`config.mk`:
```
export PLATFORM = sky130hd
export DESIGN_NAME = gated_clock_divider
export DESIGN_NICKNAME = d
export VERILOG_FILES = /design/src/rtl/gcd_pkg.sv /design/src/rtl/gcd_ctrl.sv /design/src/rtl/gcd_datapath.sv /design/src/rtl/gated_clock_divider.sv
export SDC_FILE = /design/constraint.sdc
export NUM_CORES = 1
export LEC_CHECK = 0
export BUFFER_PORTS_ARGS = -buffer_cell sky130_fd_sc_hd__buf_4
export CAP_MARGIN = 20
export CORE_ASPECT_RATIO = 1.2
export CORE_MARGIN = 2
export CORE_UTILIZATION = 46
export DETAILED_ROUTE_END_ITERATION = 16
export GPL_TIMING_DRIVEN = 1
export PLACE_DENSITY = 0.6
export SYNTH_ARGS = -nofsm -noshare
export SYNTH_HDL_FRONTEND = slang
export SYNTH_SLANG_ARGS = --single-unit
```
`constraint.sdc`:
```
create_clock -name refClk -period 3.2 [get_ports refClk]
set_input_delay 0.16 -clock refClk [delete_from_list [all_inputs] [get_ports refClk]]
set_output_delay 0.16 -clock refClk [all_outputs]
set_load 0.01 [all_outputs]
```
`src/rtl/gcd_pkg.sv`:
```
`timescale 1ns/1ps
package gcd_pkg;

  // Strobes issued by the control to the datapath on a master rising edge
  typedef struct packed {
    logic start;   // begin a fresh output period, output goes high
    logic stop;    // park the divider: counter to zero, output low
    logic step;    // advance the divider by one master period
  } gcdStrobe_t;

  // Datapath state reported back to the control
  typedef struct packed {
    logic mRise;      // the coming reference edge is a master rising edge
    logic periodEnd;  // divider is in the last master period of its cycle
    logic running;    // divider is producing pulses
  } gcdStatus_t;

endpackage

```
`src/rtl/gcd_ctrl.sv`:
```
`timescale 1ns/1ps
module gcd_ctrl
  import gcd_pkg::*;
#(
  parameter int SYNC_STAGES = 2
) (
  input  logic       refClk,
  input  logic       rstN,
  input  logic       outEnable,
  input  gcdStatus_t status,
  output gcdStrobe_t stb,
  output logic       enSync
);

  logic [SYNC_STAGES-1:0] syncQ;
  logic                   wrapPoint;

  // Enable synchronizer advanced only on master rising edges
  always_ff @(posedge refClk or negedge rstN) begin
    if (!rstN) begin
      syncQ <= '0;
    end else if (status.mRise) begin
      syncQ <= {syncQ[SYNC_STAGES-2:0], outEnable};
    end
  end

  assign enSync = syncQ[SYNC_STAGES-1];

  // A new period may begin only when stopped or at the end of a period
  assign wrapPoint = status.mRise && (!status.running || status.periodEnd);

  always_comb begin
    stb.start = wrapPoint && enSync;
    stb.stop  = wrapPoint && !enSync && status.running;
    stb.step  = status.mRise && status.running && !status.periodEnd;
  end

  // at most one divider action per master edge
  assert_strobe_onehot_R7: assert property (@(posedge refClk) disable iff (!rstN)
    $onehot0({stb.start, stb.stop, stb.step}));

endmodule

```
`src/rtl/gcd_datapath.sv`:
```
`timescale 1ns/1ps
module gcd_datapath
  import gcd_pkg::*;
#(
  parameter int DIV_W      = 9,
  parameter int DIV_OFFSET = 2
) (
  input  logic             refClk,
  input  logic             rstN,
  input  logic [DIV_W-1:0] cfgDivCode,
  input  logic             cfgDivOne,
  input  logic             cfgPreBypass,
  input  logic             cfgPreHalf,
  input  logic             cfgExtRef,
  input  gcdStrobe_t       stb,
  input  logic             enSync,
  output gcdStatus_t       status,
  output logic             divClkOut,
  output logic             masterClkOut
);

  localparam int CNT_W = $clog2((2 ** DIV_W) + DIV_OFFSET);
  localparam int PRE_W = 2;   // counter for ratios up to 4

  // Configuration registers, loaded only while reset is held
  logic [DIV_W-1:0] codeQ;
  logic             divOneQ, bypassQ, halfQ, extQ;

  always_ff @(posedge refClk) begin
    if (!rstN) begin
      codeQ   <= cfgDivCode;
      divOneQ <= cfgDivOne;
      bypassQ <= cfgPreBypass;
      halfQ   <= cfgPreHalf;
      extQ    <= cfgExtRef;
    end
  end

  logic [CNT_W-1:0] divisor, hiLen;
  logic [PRE_W:0]   preRatio;

  assign divisor  = CNT_W'(codeQ) + CNT_W'(DIV_OFFSET);
  assign hiLen    = divisor >> 1;
  assign preRatio = (divOneQ || extQ || bypassQ) ? 3'd1 : (halfQ ? 3'd2 : 3'd4);

  // Prescaler: counts reference cycles inside one master period
  logic [PRE_W-1:0] preCnt, preNext;
  logic             mRise, mclkQ;

  assign mRise   = ({1'b0, preCnt} == (preRatio - 3'd1));
  assign preNext = mRise ? '0 : preCnt + 2'd1;

  always_ff @(posedge refClk or negedge rstN) begin
    if (!rstN) begin
      preCnt <= '1;
      mclkQ  <= 1'b0;
    end else begin
      preCnt <= preNext;
      mclkQ  <= ({1'b0, preNext} < (preRatio >> 1));
    end
  end

  // Programmable divider in master periods
  logic [CNT_W-1:0] divCnt;
  logic             divQ, running;

  always_ff @(posedge refClk or negedge rstN) begin
    if (!rstN) begin
      divCnt  <= '0;
      divQ    <= 1'b0;
      running <= 1'b0;
    end else if (stb.start) begin
      divCnt  <= '0;
      divQ    <= 1'b1;
      running <= 1'b1;
    end else if (stb.stop) begin
      divCnt  <= '0;
      divQ    <= 1'b0;
      running <= 1'b0;
    end else if (stb.step) begin
      divCnt  <= divCnt + CNT_W'(1);
      divQ    <= (divCnt + CNT_W'(1)) < hiLen;
    end
  end

  always_comb begin
    status.mRise     = mRise;
    status.periodEnd = (divCnt == divisor - CNT_W'(1));
    status.running   = running;
  end

  // Divide-by-one gate: updated only while the reference is low
  logic gateQ;

  always_ff @(negedge refClk or negedge rstN) begin
    if (!rstN) gateQ <= 1'b0;
    else       gateQ <= enSync;
  end

  assign divClkOut    = divOneQ ? (refClk & gateQ) : divQ;
  assign masterClkOut = (preRatio == 3'd1) ? refClk : mclkQ;

  // divider index stays inside the programmed divisor
  assert_cnt_in_range_R1: assert property (@(posedge refClk) disable iff (!rstN)
    divCnt < divisor);

  // the output falls only after the full high span has elapsed
  assert_pulse_full_R2: assert property (@(posedge refClk) disable iff (!rstN)
    $fell(divQ) |-> ($past(divCnt) == hiLen - CNT_W'(1)));

  // master clock rises only at the start of a prescale period
  assert_prescale_phase_R3: assert property (@(posedge refClk) disable iff (!rstN)
    $rose(mclkQ) |-> (preCnt == '0));

  // a stopped divider sits at zero with its output low
  assert_hold_while_off_R9: assert property (@(posedge refClk) disable iff (!rstN)
    !running |-> (divCnt == '0 && !divQ));

endmodule

```
`src/rtl/gated_clock_divider.sv`:
```
`timescale 1ns/1ps
module gated_clock_divider
  import gcd_pkg::*;
#(
  parameter int DIV_W       = 9,
  parameter int DIV_OFFSET  = 2,
  parameter int SYNC_STAGES = 2
) (
  input  logic             refClk,
  input  logic             rstN,
  input  logic [DIV_W-1:0] cfgDivCode,
  input  logic             cfgDivOne,
  input  logic             cfgPreBypass,
  input  logic             cfgPreHalf,
  input  logic             cfgExtRef,
  input  logic             outEnable,
  output logic             divClkOut,
  output logic             masterClkOut
);

  gcdStrobe_t stb;
  gcdStatus_t status;
  logic       enSync;

  gcd_ctrl #(
    .SYNC_STAGES(SYNC_STAGES)
  ) u_ctrl (
    .refClk   (refClk),
    .rstN     (rstN),
    .outEnable(outEnable),
    .status   (status),
    .stb      (stb),
    .enSync   (enSync)
  );

  gcd_datapath #(
    .DIV_W     (DIV_W),
    .DIV_OFFSET(DIV_OFFSET)
  ) u_datapath (
    .refClk      (refClk),
    .rstN        (rstN),
    .cfgDivCode  (cfgDivCode),
    .cfgDivOne   (cfgDivOne),
    .cfgPreBypass(cfgPreBypass),
    .cfgPreHalf  (cfgPreHalf),
    .cfgExtRef   (cfgExtRef),
    .stb         (stb),
    .enSync      (enSync),
    .status      (status),
    .divClkOut   (divClkOut),
    .masterClkOut(masterClkOut)
  );

endmodule

```
* Word level (Yosys, flattened, before mapping)
Cells that the tools add are included.
** Word-level totals
- Register bits :: 31
- Output and inout bits :: 2
- Word-level logic and storage cells :: 50
** Operators by class
- Add/subtract/negate cells :: 5
- Order comparisons :: 2
- Eq/ne operators :: 3
- Mux-type cells :: 13
- Bitwise gates (word level) :: 1
- Reduce and logical (&&, ||, !) cells :: 14
** Operator list (count)
- 10-bit two-way mux :: 3
- 10-bit by 1-bit adder with 10-bit output, second input constant :: 1
- 9-bit by 2-bit adder with 10-bit output, second input constant :: 1
- 10-bit == test :: 1
- 10-bit by 9-bit < comparator with 1-bit output :: 1
- 10-bit by 1-bit subtractor with 10-bit output, second input constant :: 1
- 1-bit two-way mux :: 7
- 1-bit logical AND :: 6
- 3-bit two-way mux :: 2
- 2-bit by 3-bit == test with 1-bit output :: 1
- 3-bit by 1-bit == test with 1-bit output, second input constant :: 1
- 1-bit zero test :: 3
- 1-bit logical OR :: 3
- 3-bit nonzero test :: 1
- 3-bit by 1-bit subtractor with 3-bit output, second input constant :: 1
- 2-bit by 1-bit adder with 2-bit output, second input constant :: 1
- 2-bit < comparator :: 1
- 2-bit two-way mux :: 1
- 2-bit nonzero test :: 1
- 1-bit AND :: 1

* Longest topological paths before layout
- Word-level depth :: 10
- Mapped depth :: 12

* By module
From an unflattened synthesis, not the netlist that was laid out.
** Second synthesis, totals
- Cell total of the unflattened synthesis :: 191
- Area, all modules :: 1961.9 um^2
** Modules (own cells, without submodules)
- gcd_datapath :: times used 1, cells an instance 181, area an instance 1864.3 um^2
- gcd_ctrl :: times used 1, cells an instance 10, area an instance 97.6 um^2

==> impl_summary.txt <==
----------------------------------------------------
[Status]
  Result of the run ... complete, but fails checks
  Failing checks ... hold timing

[Die]
  Rows ... 27
  Die boundary width ... 66.6 um
  Vertical die dimension ... 79.1 um
  I/O pins ... 18
  Floorplan die area ... 0.00526 sq mm
  CORE AREA ... 0.00456 sq mm
  Initial Util ... 47.4%

[Worst setup path]
  Ordered cell list for the critical path ... ha_1 > or4b_1 > o22a_1 > o2bb2ai_1 > xnor2_1 > nor4_2 > o31ai_4 > mux2i_1 > a22oi_1
  Kind of critical path ... reg2reg
  Cell type of the slowest stage on the worst timing path ... sky130_fd_sc_hd__or4b_1
  Data required time of the worst path ... roughly 3500 ps
  Delay of the slowest cell on the worst path ... 560 ps
  Crit Path Max Fanout ... 12
  Crit path launch ... u_datapath.codeQ[1]
  Crit. End Element ... register
  Data arrival time at the worst-slack endpoint ... 3290 ps
  Reg-to-reg critical path startpoint ... u_datapath.codeQ[1]
  Category of the worst setup path launch point ... register

[Placed design]
  Routability Congestion ... approximately 0.78
  Number of buffers added on ports ... 17
  Worst setup slack after placement ... -11.3 ps
  Cell area after placement ... 0.00231 sq mm
  Placed Cells ... 268
  HPWL after DPL ... 3300 um

[Layout]
  Final core utilization ... 58.3%
  Filler instances ... 404
  Sequential standard cell area ... 843 sq um
  Area added between synthesis and finish ... 23.2%
  Area of combinational cells with multiple inputs ... 0.00122 sq mm
  Fraction of layout instances using a drive strength above 1 ... 23.6%
  Most common library cell in the layout ignoring fill and taps ... sky130_fd_sc_hd__buf_4
  Summed area of non-filler cells in the final layout ... 0.00266 sq mm
  Final-stage net count ... 264
  Highest-count cells in the layout ignoring fill and taps ... 22 x sky130_fd_sc_hd__buf_4, 18 x sky130_fd_sc_hd__nand2_1, 15 x sky130_fd_sc_hd__xnor2_1, 15 x sky130_fd_sc_hd__dfrtp_1, 14 x sky130_fd_sc_hd__dlygate4sd3_1
  Non-filler cells, final ... just under 300
  Diode insertion count for antenna repair ... 0

[Timing]
  FMAX ... 0.330 GHz
  Final setup vio count ... 0
  Worst Hold Slack ... -0.119 ps
  Slew @ Worst Pin ... 753 ps
  Final setup TNS ... 0 ps
  Remaining max-slew budget at the tightest pin ... between 40 and 50%
  Fin crit period ... 3030 ps
  PnR worst setup slack ... between 150 and 200 ps
  Period utilization ... 94.8%
  Number of max-slew violations in the final report ... 0
  Number of failing hold endpoints at the final stage ... 1
  Post-route clock skew ... 21.0 ps
  Setup repair after global routing missed its margin ... no

[Synth]
  Syn_area_per_cell ... around 11 sq um
  Proportion of synthesized chip area in sequential cells ... around 39%
  Post-synth net total ... 226
  Ys Warns ... 0
  Post-synth ARST share ... 58.1%
  Unique masters post-synth ... 59
  Post-Syn Area ... 0.00216 sq mm
  Post-synth EDFFs ... 13
  Gate Count Post-Synth ... 197
  Number of register bits inferred by synthesis ... 31
  Most common flop cell mapped by yosys ... sky130_fd_sc_hd__dfrtp_1

[Power and ir drop]
  Maximum vdd ir drop ... 0.559 mV
  Total power per unit cell area ... 675 mW/mm^2
  Sum of internal, switching and leakage power ... approximately 1.8 mW
  Static leakage ... 1.16 nW

[Global route]
  First-pass GRT wire length ... 7470 um
  All-Layer GR Usage ... 19.4%
  Pin count of the biggest net entering global routing ... 20
  GRT Residual Overflow ... 0
  Number of global-route vias before repair ... 1,704
  Initial antenna violation count ... 0

[Hold path]
  Class of the tightest hold or removal check ... in2reg
  Startpoint of the tightest hold check path ... outEnable

[Run]
  Reported max-cap violation count ... 0

[Clock tree]
  Number of buffers added for setup after CTS ... 0
  Clock transition at path regs ... ~70 ps
  Clk_lat worst skew ... just over 400 ps
  CTS tree ... yes

[Drt]
  Vias per inst ... 5.57
  DRT Wirelength ... 4430 um
  Routed Antenna Nets ... 0
  Total iterations of the first detailed-routing run ... 4
  Average wire length per cell after detail routing ... 15.0 um
  Residual DRC ... 0
  Initial DRC Count ... 86
  Number of vias in the routed layout ... about 1.6k

----------------------------------------------------
## sequential cells by signal (all words and copies together), names as in the netlist
register,flops
u_datapath.divCnt,10
u_datapath.codeQ,9
u_ctrl.syncQ,2
u_datapath.preCnt,2
u_datapath.bypassQ,1
u_datapath.divOneQ,1
u_datapath.divQ,1
u_datapath.extQ,1
u_datapath.gateQ,1
u_datapath.halfQ,1
u_datapath.mclkQ,1
u_datapath.running,1
## synth_stat cells (2+ instances only)
master | number | share of area [%]
sky130_fd_sc_hd__or2_2 | 2 | 0.58
sky130_fd_sc_hd__a32o_1 | 6 | 2.8
sky130_fd_sc_hd__mux2_2 | 3 | 1.6
sky130_fd_sc_hd__xor2_1 | 8 | 3.2
sky130_fd_sc_hd__a2111oi_0 | 2 | 0.81
sky130_fd_sc_hd__clkbuf_8 | 2 | 1.3
sky130_fd_sc_hd__a21o_1 | 3 | 1.0
sky130_fd_sc_hd__ha_1 | 13 | 7.5
sky130_fd_sc_hd__mux2i_1 | 3 | 1.4
sky130_fd_sc_hd__nor3_1 | 5 | 1.2
sky130_fd_sc_hd__xnor2_1 | 15 | 6.1
sky130_fd_sc_hd__dfstp_2 | 2 | 2.4
sky130_fd_sc_hd__nor2_1 | 10 | 1.7
sky130_fd_sc_hd__nand2_1 | 18 | 3.1
sky130_fd_sc_hd__or4b_1 | 2 | 0.93
sky130_fd_sc_hd__a211oi_1 | 2 | 0.70
sky130_fd_sc_hd__and2_1 | 3 | 0.87
sky130_fd_sc_hd__dfrtp_1 | 15 | 17
sky130_fd_sc_hd__o21ai_0 | 5 | 1.2
sky130_fd_sc_hd__o211ai_1 | 3 | 1.0
sky130_fd_sc_hd__inv_1 | 5 | 0.87
sky130_fd_sc_hd__nor2b_1 | 2 | 0.58
sky130_fd_sc_hd__o32ai_1 | 2 | 0.81
sky130_fd_sc_hd__a21oi_1 | 2 | 0.46
sky130_fd_sc_hd__nand2b_1 | 2 | 0.58
sky130_fd_sc_hd__o31ai_1 | 3 | 1.0
sky130_fd_sc_hd__and3_1 | 2 | 0.58
sky130_fd_sc_hd__nand3_1 | 9 | 2.1
sky130_fd_sc_hd__buf_6 | 4 | 2.1
sky130_fd_sc_hd__edfxtp_1 | 13 | 18
sky130_fd_sc_hd__and2b_2 | 2 | 0.81
sky130_fd_sc_hd__nand4_1 | 2 | 0.58
## power breakdown
group	internal, mW	total [mW]	switching, mW	leakage, nW
registers	0.509	0.601	0.0921	0.347
clock network	0.453	0.656	0.203	0.110
logic	0.282	0.539	0.257	0.707
total	1.24	1.80	0.552	1.16
## metal layers
metal,vias up,part of all wire [%],track usage (%)
li1,801,-,-
met1,806,42,20.9
met2,26,52,33.0
met3,11,2.6,5.52
met4,0,3.1,11.8
met5,-,0,0
## worst max-delay path, delay by kind of cell (launching register included)
family / cells / cell delay (ps)
DFF: 1 / 520
and+or+nand+nor: 2 / 930
xor gates and xnor gates: 1 / 100
AOI/OAI and AO/OA: 4 / 690
adders and majority gates: 1 / 400
muxes: 1 / 240
## logic make-up (layout without fill, tap and decap cells)
family	Yosys count	after routing	synth area share (%)
AO/OA/AOI/OAI	37	37	13.7
XOR/XNOR	27	27	13.3
multiplexers	6	6	2.95
adder cells (fa/ha/maj)	13	13	7.53
buffers and inverters	14	54	5.04
AND/OR/NAND/NOR	69	69	18.4
flip-flops	31	31	39.0
## final timing paths
check | depth (start not counted) | end | slack, ps
max | 9 | u_datapath.divQ | 170
min | 2 | u_ctrl.syncQ[0] | -0.1
max reg2reg | 9 | u_datapath.divQ | 170
min reg2reg | 1 | u_ctrl.syncQ[0] | 510
max in group asynchronous | 2 | u_datapath.gateQ | 1330
min in group asynchronous | 2 | u_datapath.divCnt[9] | 170
## layout make-up
cell class,instances,area share [%]
multi-input combinational,152,46.0
sequential,31,31.7
timing repair buffer,34,10.9
clock buffer,12,5.36
tap,58,2.73
clock inverter,3,2.54
inverter,5,0.706
## what timing repair did
| item | CTS | global route |
|---|---|---|
| gates cloned | 0 | 0 |
| endpoints found under the hold margin | 30 | 0 |
| resized for setup | 1 | 3 |
| setup endpoints to repair | 1 | 1 |
| hold buffers | 14 | 0 |
Power figures use the tool's default switching activity.
